==> config.mk <==
export PLATFORM = sky130hd
export DESIGN_NAME = bridge_input_filter
export DESIGN_NICKNAME = d
export VERILOG_FILES = /design/src/rtl/bridge_filt_pkg.sv /design/src/rtl/cmd_sync.sv /design/src/rtl/deglitch_chan.sv /design/src/rtl/filter_leg.sv /design/src/rtl/bridge_input_filter.sv
export SDC_FILE = /design/constraint.sdc
export NUM_CORES = 1
export LEC_CHECK = 0
export BUFFER_PORTS_ARGS = -buffer_cell sky130_fd_sc_hd__buf_2
export CAP_MARGIN = 20
export CELL_PAD_IN_SITES_DETAIL_PLACEMENT = 0
export CELL_PAD_IN_SITES_GLOBAL_PLACEMENT = 1
export CORE_ASPECT_RATIO = 1.25
export CORE_MARGIN = 5
export CORE_UTILIZATION = 43
export DETAILED_ROUTE_END_ITERATION = 7
export PLACE_DENSITY_LB_ADDON = 0.1
export SLEW_MARGIN = 10
export SYNTH_ARGS = -nofsm -noshare
export SYNTH_HDL_FRONTEND = slang
export SYNTH_SLANG_ARGS = --single-unit
==> constraint.sdc <==
create_clock -name clk -period 1.45 [get_ports clk]
set_input_delay 0.2175 -clock clk [delete_from_list [all_inputs] [get_ports clk]]
set_output_delay 0.2175 -clock clk [all_outputs]
set_load 0.02 [all_outputs]
==> src/rtl/bridge_filt_pkg.sv <==
`timescale 1ns/1ps
package bridge_filt_pkg;

    // Commands are active low: the idle (switch-off) level is high.
    localparam logic CMD_IDLE_LEVEL = 1'b1;

    // One phase leg: high-side and low-side command.
    typedef struct packed {
        logic hs;
        logic ls;
    } leg_cmd_t;

    // Per-cycle decision of one filter channel.
    typedef enum logic [1:0] {
        ACT_SETTLED = 2'd0,  // sample agrees with held level
        ACT_CONFIRM = 2'd1,  // sample differs, window still running
        ACT_COMMIT  = 2'd2   // sample differed for the full window
    } filt_act_e;

    function automatic filt_act_e filt_decide(logic sample, logic held, logic last_step);
        if (sample == held)
            return ACT_SETTLED;
        else if (last_step)
            return ACT_COMMIT;
        else
            return ACT_CONFIRM;
    endfunction

    // Bits needed to count 0 .. n-1 (at least one bit).
    function automatic int unsigned cnt_width(int unsigned n);
        return (n < 2) ? 1 : $clog2(n);
    endfunction

endpackage

==> src/rtl/cmd_sync.sv <==
`timescale 1ns/1ps
module cmd_sync #(
    parameter int unsigned WIDTH   = 6,
    parameter logic        RST_LVL = 1'b1
) (
    input  logic             clk,
    input  logic             rst,
    input  logic [WIDTH-1:0] async_i,
    output logic [WIDTH-1:0] sync_o
);
    localparam logic [WIDTH-1:0] RST_VEC = {WIDTH{RST_LVL}};

    logic [WIDTH-1:0] meta_q;
    logic [WIDTH-1:0] stable_q;

    always_ff @(posedge clk) begin
        if (rst) begin
            meta_q   <= RST_VEC;
            stable_q <= RST_VEC;
        end else begin
            meta_q   <= async_i;
            stable_q <= meta_q;
        end
    end

    assign sync_o = stable_q;
endmodule

==> src/rtl/deglitch_chan.sv <==
`timescale 1ns/1ps
module deglitch_chan
    import bridge_filt_pkg::*;
#(
    parameter int unsigned FILT_CYCLES = 8,
    parameter logic        RST_LEVEL   = CMD_IDLE_LEVEL
) (
    input  logic clk,
    input  logic rst,
    input  logic sample_i,
    output logic level_o
);
    localparam int unsigned   CW   = cnt_width(FILT_CYCLES);
    localparam logic [CW-1:0] LAST = CW'(FILT_CYCLES - 1);

    logic          held_q;
    logic [CW-1:0] cnt_q;
    filt_act_e     act;

    always_comb act = filt_decide(sample_i, held_q, cnt_q == LAST);

    // Same confirmation window on both edges keeps pulse width intact.
    always_ff @(posedge clk) begin
        if (rst) begin
            held_q <= RST_LEVEL;
            cnt_q  <= '0;
        end else begin
            unique case (act)
                ACT_CONFIRM: cnt_q <= cnt_q + CW'(1);
                ACT_COMMIT: begin
                    held_q <= sample_i;
                    cnt_q  <= '0;
                end
                default: cnt_q <= '0;
            endcase
        end
    end

    assign level_o = held_q;

    // ---------------- checker state: run length of the input level ----------
    localparam int unsigned   RW   = $clog2(FILT_CYCLES + 1);
    localparam logic [RW-1:0] RMAX = RW'(FILT_CYCLES);

    logic [RW-1:0] run_q;
    logic          last_q;

    always_ff @(posedge clk) begin
        if (rst) begin
            run_q  <= '0;
            last_q <= RST_LEVEL;
        end else begin
            last_q <= sample_i;
            if (sample_i != last_q)
                run_q <= RW'(1);
            else if (run_q < RMAX)
                run_q <= run_q + RW'(1);
        end
    end

    // an output change needs FILT_CYCLES stable samples of the new level
    a_r3_change_needs_run: assert property (@(posedge clk) disable iff (rst)
        (held_q != $past(held_q)) |-> (run_q == RMAX && last_q == held_q));

    // a level stable for the full window has been committed
    a_r2_commit_after_run: assert property (@(posedge clk) disable iff (rst)
        (run_q == RMAX) |-> (held_q == last_q));

    // window counter never passes the last step
    a_r6_window_bound: assert property (@(posedge clk) disable iff (rst)
        (cnt_q <= LAST));

    // reset forces the inactive level
    a_r7_reset_level: assert property (@(posedge clk)
        $past(rst) |-> (held_q == RST_LEVEL));

endmodule

==> src/rtl/filter_leg.sv <==
`timescale 1ns/1ps
module filter_leg
    import bridge_filt_pkg::*;
#(
    parameter int unsigned FILT_CYCLES = 8
) (
    input  logic     clk,
    input  logic     rst,
    input  leg_cmd_t raw_i,
    output leg_cmd_t flt_o
);
    deglitch_chan #(.FILT_CYCLES(FILT_CYCLES), .RST_LEVEL(CMD_IDLE_LEVEL)) hs_chan_i (
        .clk      (clk),
        .rst      (rst),
        .sample_i (raw_i.hs),
        .level_o  (flt_o.hs)
    );

    deglitch_chan #(.FILT_CYCLES(FILT_CYCLES), .RST_LEVEL(CMD_IDLE_LEVEL)) ls_chan_i (
        .clk      (clk),
        .rst      (rst),
        .sample_i (raw_i.ls),
        .level_o  (flt_o.ls)
    );
endmodule

==> src/rtl/bridge_input_filter.sv <==
`timescale 1ns/1ps
module bridge_input_filter
    import bridge_filt_pkg::*;
#(
    parameter int unsigned NUM_PHASES  = 3,
    parameter int unsigned FILT_CYCLES = 8
) (
    input  logic                  clk,
    input  logic                  rst,
    input  logic [NUM_PHASES-1:0] hs_cmd_in,
    input  logic [NUM_PHASES-1:0] ls_cmd_in,
    output logic [NUM_PHASES-1:0] hs_cmd_flt,
    output logic [NUM_PHASES-1:0] ls_cmd_flt
);
    localparam int unsigned NCH = 2 * NUM_PHASES;

    logic [NCH-1:0] sync_vec;

    cmd_sync #(.WIDTH(NCH), .RST_LVL(CMD_IDLE_LEVEL)) sync_i (
        .clk     (clk),
        .rst     (rst),
        .async_i ({ls_cmd_in, hs_cmd_in}),
        .sync_o  (sync_vec)
    );

    for (genvar p = 0; p < NUM_PHASES; p++) begin : g_leg
        leg_cmd_t raw_leg;
        leg_cmd_t flt_leg;

        assign raw_leg.hs = sync_vec[p];
        assign raw_leg.ls = sync_vec[NUM_PHASES + p];

        filter_leg #(.FILT_CYCLES(FILT_CYCLES)) leg_i (
            .clk   (clk),
            .rst   (rst),
            .raw_i (raw_leg),
            .flt_o (flt_leg)
        );

        assign hs_cmd_flt[p] = flt_leg.hs;
        assign ls_cmd_flt[p] = flt_leg.ls;
    end

    // with all raw inputs idle for the synchronizer depth, no output leaves idle
    a_r1_idle_stays_idle: assert property (@(posedge clk) disable iff (rst)
        (&{ls_cmd_flt, hs_cmd_flt} && &sync_vec) |=> &{ls_cmd_flt, hs_cmd_flt});

endmodule

# Word level (Yosys, flattened, before mapping)
# Index checks and enable logic that the tools add are counted.
totals:
  reg_bits: 36
  word_cells: 68
  inputBits: 8
  out_inout_bits: 6
op_classes:
  eq_ne: 24
  bitwise_logic: 6
  n_mux: 12
  n_reduce_logical: 6
  n_addsub: 6
ops:
  columns: ["cell", "n"]
  rows:
  - ["$mux W2", 12]
  - ["$add A3 B1 Y3 const B", 6]
  - ["$eq A3 B3 Y1 const B", 6]
  - ["$eq A2 B1 Y1 const B", 6]
  - ["$eq A2 B2 Y1 const B", 6]
  - ["$reduce_or A2 Y1", 6]
  - ["$eq A1 B1 Y1", 6]
  - ["$not A1 Y1", 6]

# Longest topological paths before layout
# Gate-level depths: netlist of the first run.
depth:
  word_depth: 6
  mapped_depth: 4
  depth_no_buf: 4

# Cells and area by module
# Synthesis of the first run repeated with hierarchy kept, for this count alone.
hier_totals:
  hier_cells: 97
  hier_area_um2: 1243.7
modules_own_cells:
  columns: ["mod", "n_inst", "cells_per_inst", "area_each_um2", "seq_area_each_um2"]
  rows:
  - ["deglitch_chan", 6, 12, 153.9, 80.1]
  - ["cmd_sync", 1, 25, 320.3, 240.2]

# Worst setup path before layout of the first run
# OpenSTA, ideal clock, no wires.
synth_path:
  kind: "register to register"
  start: "reg g_leg[0].leg_i.ls_chan_i.cnt_q[0]"
  end: "reg g_leg[0].leg_i.ls_chan_i.held_q"
  n_path_buf: 0
  arrival_time_ns: 0.985
  setup_ns: 0.120
  setup_slack_ns: 0.345
  synth_period_minus_slack_ns: 1.105
  stages_incl_launch_ff: 4
  t_required_ns: 1.330
  path_cell_list: "dfxtp_1 ha_1 ha_1 a211o_1"
synth_between:
  elab_chain_len: 4
synth_rtl:
  columns: ["item", "line_no", "text"]
  rows:
  - ["from (decl)", "deglitch_chan.sv:17", "logic [CW-1:0] cnt_q;"]
  - ["from (signal assigned)", "deglitch_chan.sv:29", "ACT_CONFIRM: cnt_q <= cnt_q + CW'(1);"]
  - ["$eq A3 B3 Y1", "deglitch_chan.sv:20", "always_comb act = filt_decide(sample_i, held_q, cnt_q == LAST);"]
  - ["$mux W2", "bridge_filt_pkg.sv:23", "else if (last_step)"]
  - ["$mux W2", "bridge_filt_pkg.sv:21", "if (sample == held)"]
  - ["$eq A2 B2 Y1", "deglitch_chan.sv:28", "unique case (act)"]
  - ["to (signal assigned)", "deglitch_chan.sv:31", "held_q <= sample_i;"]
  - ["to (decl)", "deglitch_chan.sv:16", "logic held_q;"]
# No other way between the ends.
# A chain may end at the register's enable or synchronous reset.

# Final worst setup path of the first run
layout_path:
  start: "reg g_leg[2].leg_i.hs_chan_i.cnt_q[0]"
  end: "reg g_leg[2].leg_i.hs_chan_i.cnt_q[2]"
layout_between:
  elab_chain_len: 6
  word_cells_on_any_way: 7
  classes_between: "add/sub (1); eq/ne (2); mux (2); bitwise (1); reduce/logical (1)"
layout_rtl:
  columns: ["item", "line_no"]
  rows:
  - ["from (decl)", "deglitch_chan.sv:17"]
  - ["from (signal assigned)", "deglitch_chan.sv:29"]
  - ["$eq A3 B3 Y1", "deglitch_chan.sv:20"]
  - ["$mux W2", "bridge_filt_pkg.sv:23"]
  - ["$mux W2", "bridge_filt_pkg.sv:21"]
  - ["$eq A2 B1 Y1", "deglitch_chan.sv:28"]
  - ["$not A1 Y1 (no source line)", null]
  - ["$reduce_or A2 Y1 (no source line)", null]
# Several ways; a longest one is shown, not always the timed one.

==> flow_metrics.env, run 1 <==
export IMPL_status="finished clean"
export IMPL_final_cell_area_sq_um=1390
export IMPL_yosysWarnings=0
export IMPL_fp_dieW_um=59.7
export IMPL_grt_max_degree=37
export IMPL_finalMaxSlewViolations=0
export IMPL_synth_fp_nets=126
export IMPL_tns_ns=0
export IMPL_fin_crit_sh=0.810
export IMPL_critPathLaunchType="register"
export IMPL_drive_gt1_frac=0.276
export IMPL_synth_cell_types=11
export IMPL_ctsHoldBuffers=0
export IMPL_fin_crit_ns=1.17
export IMPL_routed_wl_um=1740
export IMPL_clock_skew_ns=0.00554
export IMPL_areaGrowthSynthToFinish_pct=5.00
export IMPL_ant_nets=0
export IMPL_grt_use_total=0.100
export IMPL_io_buffers=13
export IMPL_ys_seq_area_frac=0.543
export IMPL_cts_tree="built"
export IMPL_final_cell_mix="dfxtp_1 (36), buf_2 (13), or2_2 (12), ha_1 (12), nor4b_1 (11)"
export IMPL_path_class="reg -> reg"
export IMPL_core_area_sq_um=2950
export IMPL_insertion_delay_ns=0.32
export IMPL_synth_avg_cell_area_sq_um=12.5
export IMPL_timing_fmax_mhz=851
export IMPL_n_fill_cell=261
export IMPL_cp_slowest_cell="dfxtp_1"
export IMPL_final_cells=152
export IMPL_fin_util=0.473
export IMPL_routedWlPerCell_um=11.5
export IMPL_syn_area_sq_um=1330
export IMPL_netlist_area_leader_share=0.543
export IMPL_avgViaCountPerCell=4.97
export IMPL_fin_nets=136
export IMPL_overflow=0
export IMPL_syn_inst=106
export IMPL_cts_sinks=36
export IMPL_ctsResizeCount=0
export IMPL_crit_top_cell="ha_1"
export IMPL_drc_errors=0
export IMPL_worst_slew_pin_slew_ns=0.581
export IMPL_maxSlewHeadroom=0.613
export IMPL_io_pins=14
export IMPL_cpPeakStageDelay_ns=0.33
export IMPL_cts_buffers=5
export IMPL_dp_cells=145
export IMPL_cp_data_required_time_ns=1.68
export IMPL_placed_area_sq_um=1350
export IMPL_clockRootBuffer="clkbuf_4"
export IMPL_dieArea_sq_um=4310
export IMPL_setup_worst_path_end_class="register"
export IMPL_grt_pass1_wl_um=3190
export IMPL_die_h_um=72.1
export IMPL_num_vias=756
export IMPL_clk_pin_slew_ns=0.10
export IMPL_drt_iter0_markers=25
export IMPL_multi_input_area_sq_um=517
export IMPL_power_leakage_nw=0.573
export IMPL_arrival_ns=1.40
export IMPL_final_common_cell="dfxtp_1"
export IMPL_rsz0062_at_grt="false"
export IMPL_grt_pass1_vias=772
export IMPL_antenna_found_initial=0
export IMPL_power_density_nw_per_um2=1110
export IMPL_drv_cap=0
export IMPL_crit_fanout=5
export IMPL_hold_path_class="in -> reg"
export IMPL_synth_top_area_cell="dfxtp_1"
export IMPL_final_hold_viol_count=0
export IMPL_ys_ff_latch=36
export IMPL_place_gp_congestion=0.672
export IMPL_h_tree_depth=2
export IMPL_seq_area_sq_um=721
export IMPL_num_rows=22
export IMPL_initial_core_util=0.451
export IMPL_first_pass_iters=4
export IMPL_diodes=0
export IMPL_hpwl_um=1180
export IMPL_finalSetupViolCount=0
export IMPL_clock_path_buffers=2
export IMPL_cts_setup_buffers=0
export IMPL_ir_worst_vdd_uv=686
export IMPL_ys_top_cells_by_area="dfxtp_1 (54%), ha_1 (11%), nor4b_1 (7.3%), or2_2 (5.7%), a211o_1 (4.0%)"
export IMPL_crit_chain="ha_1 -> ha_1 -> nor4b_1"
## state kept, by name, indices dropped and copies added (netlist names)
| name | cells |
|---|---|
| g_leg.leg_i.hs_chan_i.cnt_q | 9 |
| g_leg.leg_i.ls_chan_i.cnt_q | 9 |
| sync_i.meta_q | 6 |
| sync_i.sync_o | 6 |
| g_leg.leg_i.hs_chan_i.level_o | 3 |
| g_leg.leg_i.ls_chan_i.level_o | 3 |
## cells by family (layout without fill, tap and decap cells)
group / Yosys count / in the layout / share of synthesized area
AO/OA/AOI/OAI: 6 / 6 / 0.0396
XOR/XNOR: 6 / 6 / 0.0396
flip-flops: 36 / 36 / 0.543
AND/OR/NAND/NOR: 36 / 36 / 0.197
buffers and inverters: 10 / 20 / 0.0679
adder cells (fa/ha/maj): 12 / 12 / 0.113
## layer usage
metal / track usage / wire length, um
met3: 0.0534 / 81
met2: 0.144 / 770
met4: 0.0591 / 34
met1: 0.116 / 857
met5: 0 / 0
## path summary, 6_finish.rpt
check | start | to | slack (ns) | depth (start not counted)
setup / recovery | g_leg[2].leg_i.hs_chan_i.cnt_q[0]$_SDFF_PP0_ | g_leg[2].leg_i.hs_chan_i.cnt_q[2]$_SDFF_PP0_ | 0.28 | 3
hold / removal | ls_cmd_in[1] | sync_i.meta_q[4]$_SDFF_PP1_ | 0.07 | 2
setup reg to reg | g_leg[2].leg_i.hs_chan_i.cnt_q[0]$_SDFF_PP0_ | g_leg[2].leg_i.hs_chan_i.cnt_q[2]$_SDFF_PP0_ | 0.28 | 3
hold reg to reg | sync_i.meta_q[2]$_SDFF_PP1_ | sync_i.sync_o[2]$_SDFF_PP1_ | 0.42 | 1
## critical path, delay by kind of cell (launching register included)
family | cells | cell delay (ns)
and+or+nand+nor | 1 | 0.32
DFF | 1 | 0.33
adders and majority gates | 2 | 0.43
## per-stage QoR
stage	worst slack, ns	hold slack, ns	total power, mW
after global routing	0.153	0.0384	1.63
after global placement	0.306	0.391	1.09
final	0.275	0.0666	1.54
after detailed placement	0.254	0.395	1.09
after floorplan	0.345	0.321	1.08
after CTS	0.239	0.0425	1.58
## cells in the mapped netlist
library cell  instances
buf_6                 4
ha_1                 12
nor4b_2               1
buf_4                 6
a211o_1               6
xnor2_1               6
nor4_1                6
nor2b_1               6
nor4b_1              11
or2_2                12
dfxtp_1              36
## area by class of cell
class                      instances  share of cell area
sequential                        36               0.517
multi-input combinational         60               0.371
timing repair buffer              13              0.0467
tap                               36              0.0323
clock buffer                       6              0.0296
clock inverter                     1             0.00359
## where the power goes
group	internal, mW	total (mW)	switching, mW
Combinational	0.0243	0.0489	0.0246
Sequential	1.01	1.02	0.00858
Clock	0.179	0.475	0.296
Note: power is estimated with default switching activity, not from simulation.
==> run 2, diff against run 1 <==
--- a/config.mk
+++ b/config.mk
@@ -5,6 +5,7 @@
 export SDC_FILE = /design/constraint.sdc
 export NUM_CORES = 1
 export LEC_CHECK = 0
+export ABC_AREA = 1
 export BUFFER_PORTS_ARGS = -buffer_cell sky130_fd_sc_hd__buf_2
 export CAP_MARGIN = 20
 export CELL_PAD_IN_SITES_DETAIL_PLACEMENT = 0
==> constraint.sdc (replaced) <==
create_clock -name clk -period 1.15 [get_ports clk]
set_input_delay 0.1725 -clock clk [delete_from_list [all_inputs] [get_ports clk]]
set_output_delay 0.1725 -clock clk [all_outputs]
set_load 0.02 [all_outputs]
==> run 2 against run 1 <==
Effect of this change:
- count of clock-buffer cells in the layout increased by 1
- final cell count grew 32%
- synthesized cell count is 38% higher
- sequential power rose by 25%
- global-route usage rose by 0.66 points
- combinational power is 88% higher
- synthesized area is 1.7% higher
- sequential share of layout area fell by 6.4 points
- via count grew 20%
- non-clock buffer count up 6
- total power up 35%
- largest cell class unchanged
- largest power group unchanged
==> flow_metrics.env, run 2 <==
export IMPL_routedWlPerCell_um=9.61
export IMPL_yosysWarnings=0
export IMPL_cp_data_required_time_ns=1.42
export IMPL_io_pins=14
export IMPL_grt_pass1_wl_um=3530
export IMPL_cts_sinks=36
export IMPL_final_cell_area_sq_um=1600
export IMPL_cts_buffers=5
export IMPL_n_fill_cell=290
export IMPL_io_buffers=13
export IMPL_critPathLaunchType="register"
export IMPL_drive_gt1_frac=0.267
export IMPL_ys_top_cells_by_area="dfxtp_1 (53%), ha_1 (11%), inv_1 (6.7%), nor2_1 (6.1%), or2_1 (5.6%)"
export IMPL_synth_fp_nets=166
export IMPL_synth_avg_cell_area_sq_um=9.25
export IMPL_drc_errors=0
export IMPL_clk_pin_slew_ns=0.11
export IMPL_initial_core_util=0.454
export IMPL_cts_setup_buffers=0
export IMPL_ys_seq_area_frac=0.534
export IMPL_ant_nets=0
export IMPL_power_leakage_nw=0.754
export IMPL_routed_wl_um=1930
export IMPL_grt_pass1_vias=900
export IMPL_clock_path_buffers=2
export IMPL_grt_max_degree=25
export IMPL_finalMaxSlewViolations=0
export IMPL_overflow=0
export IMPL_synth_top_area_cell="dfxtp_1"
export IMPL_die_h_um=72.6
export IMPL_fin_crit_ns=1.08
export IMPL_status="finished clean"
export IMPL_crit_fanout=3
export IMPL_drv_cap=0
export IMPL_worst_slew_pin_slew_ns=0.510
export IMPL_synthTopCellsByCount="dfxtp_1 (36), inv_1 (24), nor2_1 (22)"
export IMPL_setup_worst_path_end_class="register"
export IMPL_ys_ff_latch=36
export IMPL_power_density_nw_per_um2=1300
export IMPL_path_class="reg -> reg"
export IMPL_fin_nets=184
export IMPL_top_regs="g_leg.leg_i.hs_chan_i.cnt_q x9, g_leg.leg_i.ls_chan_i.cnt_q x9"
export IMPL_tns_ns=0
export IMPL_fp_dieW_um=60.1
export IMPL_timing_fmax_mhz=926
export IMPL_h_tree_depth=2
export IMPL_yosysMostFrequentCell="dfxtp_1"
export IMPL_first_pass_iters=4
export IMPL_ir_worst_vdd_uv=751
export IMPL_drt_iter0_markers=46
export IMPL_grt_use_total=0.107
export IMPL_areaGrowthSynthToFinish_pct=18.4
export IMPL_antenna_found_initial=0
export IMPL_maxSlewHeadroom=0.660
export IMPL_clock_skew_ns=0.00951
export IMPL_timing_hold_ws_ns=0.377
export IMPL_placed_area_sq_um=1400
export IMPL_place_gp_congestion=0.723
export IMPL_avgViaCountPerCell=4.50
export IMPL_dieArea_sq_um=4370
export IMPL_hold_path_class="in -> reg"
export IMPL_final_cells=201
export IMPL_diodes=0
export IMPL_hpwl_um=1300
export IMPL_num_rows=22
export IMPL_postSynth_asyncResetShare=0
export IMPL_rsz0062_at_grt="false"
export IMPL_final_cell_mix="dfxtp_1 (34), inv_1 (24), nor2_1 (18)"
export IMPL_final_hold_viol_count=0
export IMPL_synth_edf_count=0
export IMPL_num_vias=904
export IMPL_cts_tree="built"
export IMPL_clockRootBuffer="clkbuf_4"
export IMPL_power_total_mw=2.07
export IMPL_syn_area_sq_um=1350
export IMPL_dp_cells=187
export IMPL_core_area_sq_um=2970
export IMPL_syn_inst=146
export IMPL_netlist_area_leader_share=0.534
export IMPL_synth_main_ff_cell="dfxtp_1"
export IMPL_insertion_delay_ns=0.34
export IMPL_final_common_cell="dfxtp_1"
export IMPL_finalSetupViolCount=0
export IMPL_synth_cell_types=13
export IMPL_fin_crit_sh=0.940
export IMPL_arrival_ns=1.35
run 2: cell count changes after synthesis, sizes merged, moves of 12 or more:
cell / previous run / this run
inv: 0 / 24
nor4b: 12 / 0
nand2: 0 / 12
nor2: 0 / 24
run 2: final timing paths:
| kind | start | to | slack, ns | cells past startpoint |
|---|---|---|---|---|
| setup / recovery | g_leg[0].leg_i.ls_chan_i.cnt_q[0]$_SDFF_PP0_ | g_leg[0].leg_i.ls_chan_i.cnt_q[0]$_SDFF_PP0_ | 0.07 | 5 |
| hold / removal | rst | g_leg[0].leg_i.hs_chan_i.level_o$_SDFFE_PP1N_ | 0.38 | 3 |
| setup reg to reg | g_leg[0].leg_i.ls_chan_i.cnt_q[0]$_SDFF_PP0_ | g_leg[0].leg_i.ls_chan_i.cnt_q[0]$_SDFF_PP0_ | 0.07 | 5 |
| hold reg to reg | g_leg[1].leg_i.hs_chan_i.cnt_q[0]$_SDFF_PP0_ | g_leg[1].leg_i.hs_chan_i.cnt_q[0]$_SDFF_PP0_ | 0.40 | 1 |
run 2: critical path: stages, from the launching register on:
cell and delay, ns:
dfxtp_1 0.33, ha_1 0.20, ha_2 0.21, nor2_4 0.11, nand3_2 0.10, nor2_1 0.09
run 2: cells by family after synthesis:
group                      count (synthesis)  synth area share
adders and majority gates                 12             0.111
and+or+nand+nor                           54             0.196
AOI/OAI and AO/OA                         12            0.0445
DFF                                       36             0.534
buffers and inverters                     32             0.114
run 2: what timing repair did:
item                                   4_1_cts  5_1_grt
gates resized for setup                      0       22
endpoints found under the hold margin        2        4
hold buffers                                 2        4
setup endpoints to repair                    0       22
run 2: stage by stage:
step	worst slack, ns	util
floorplan	0.128	-
global route	0.000639	0.537
finish	0.0696	0.537
global placement	0.0664	0.470
detailed placement	0.0375	0.470
CTS	0.0139	0.497
run 2: power by group:
group	switching (mW)	internal [mW]	total [mW]
Combinational	0.0431	0.0490	0.0920
Clock	0.399	0.299	0.698
Sequential	0.0115	1.27	1.28
run 2: area by class of cell:
cell class	instances	area, sq um	share of cell area
Clock buffer	7	55.1	0.0345
Timing Repair Buffer	19	125	0.0783
Clock inverter	1	7.51	0.00470
Tap cell	36	45.0	0.0282
Sequential cell	36	723	0.453
Inverter	24	90.1	0.0564
Multi-Input combinational cell	78	552	0.345
run 2: layer usage:
metal | wire length (um) | global-route usage | share of wire | up-vias
li1 | - | - | - | 476
met1 | 833 | 0.127 | 0.43 | 404
met2 | 939 | 0.161 | 0.49 | 17
met3 | 120 | 0.0478 | 0.062 | 7
met4 | 38 | 0.0517 | 0.020 | 0
met5 | 0 | 0 | 0 | -
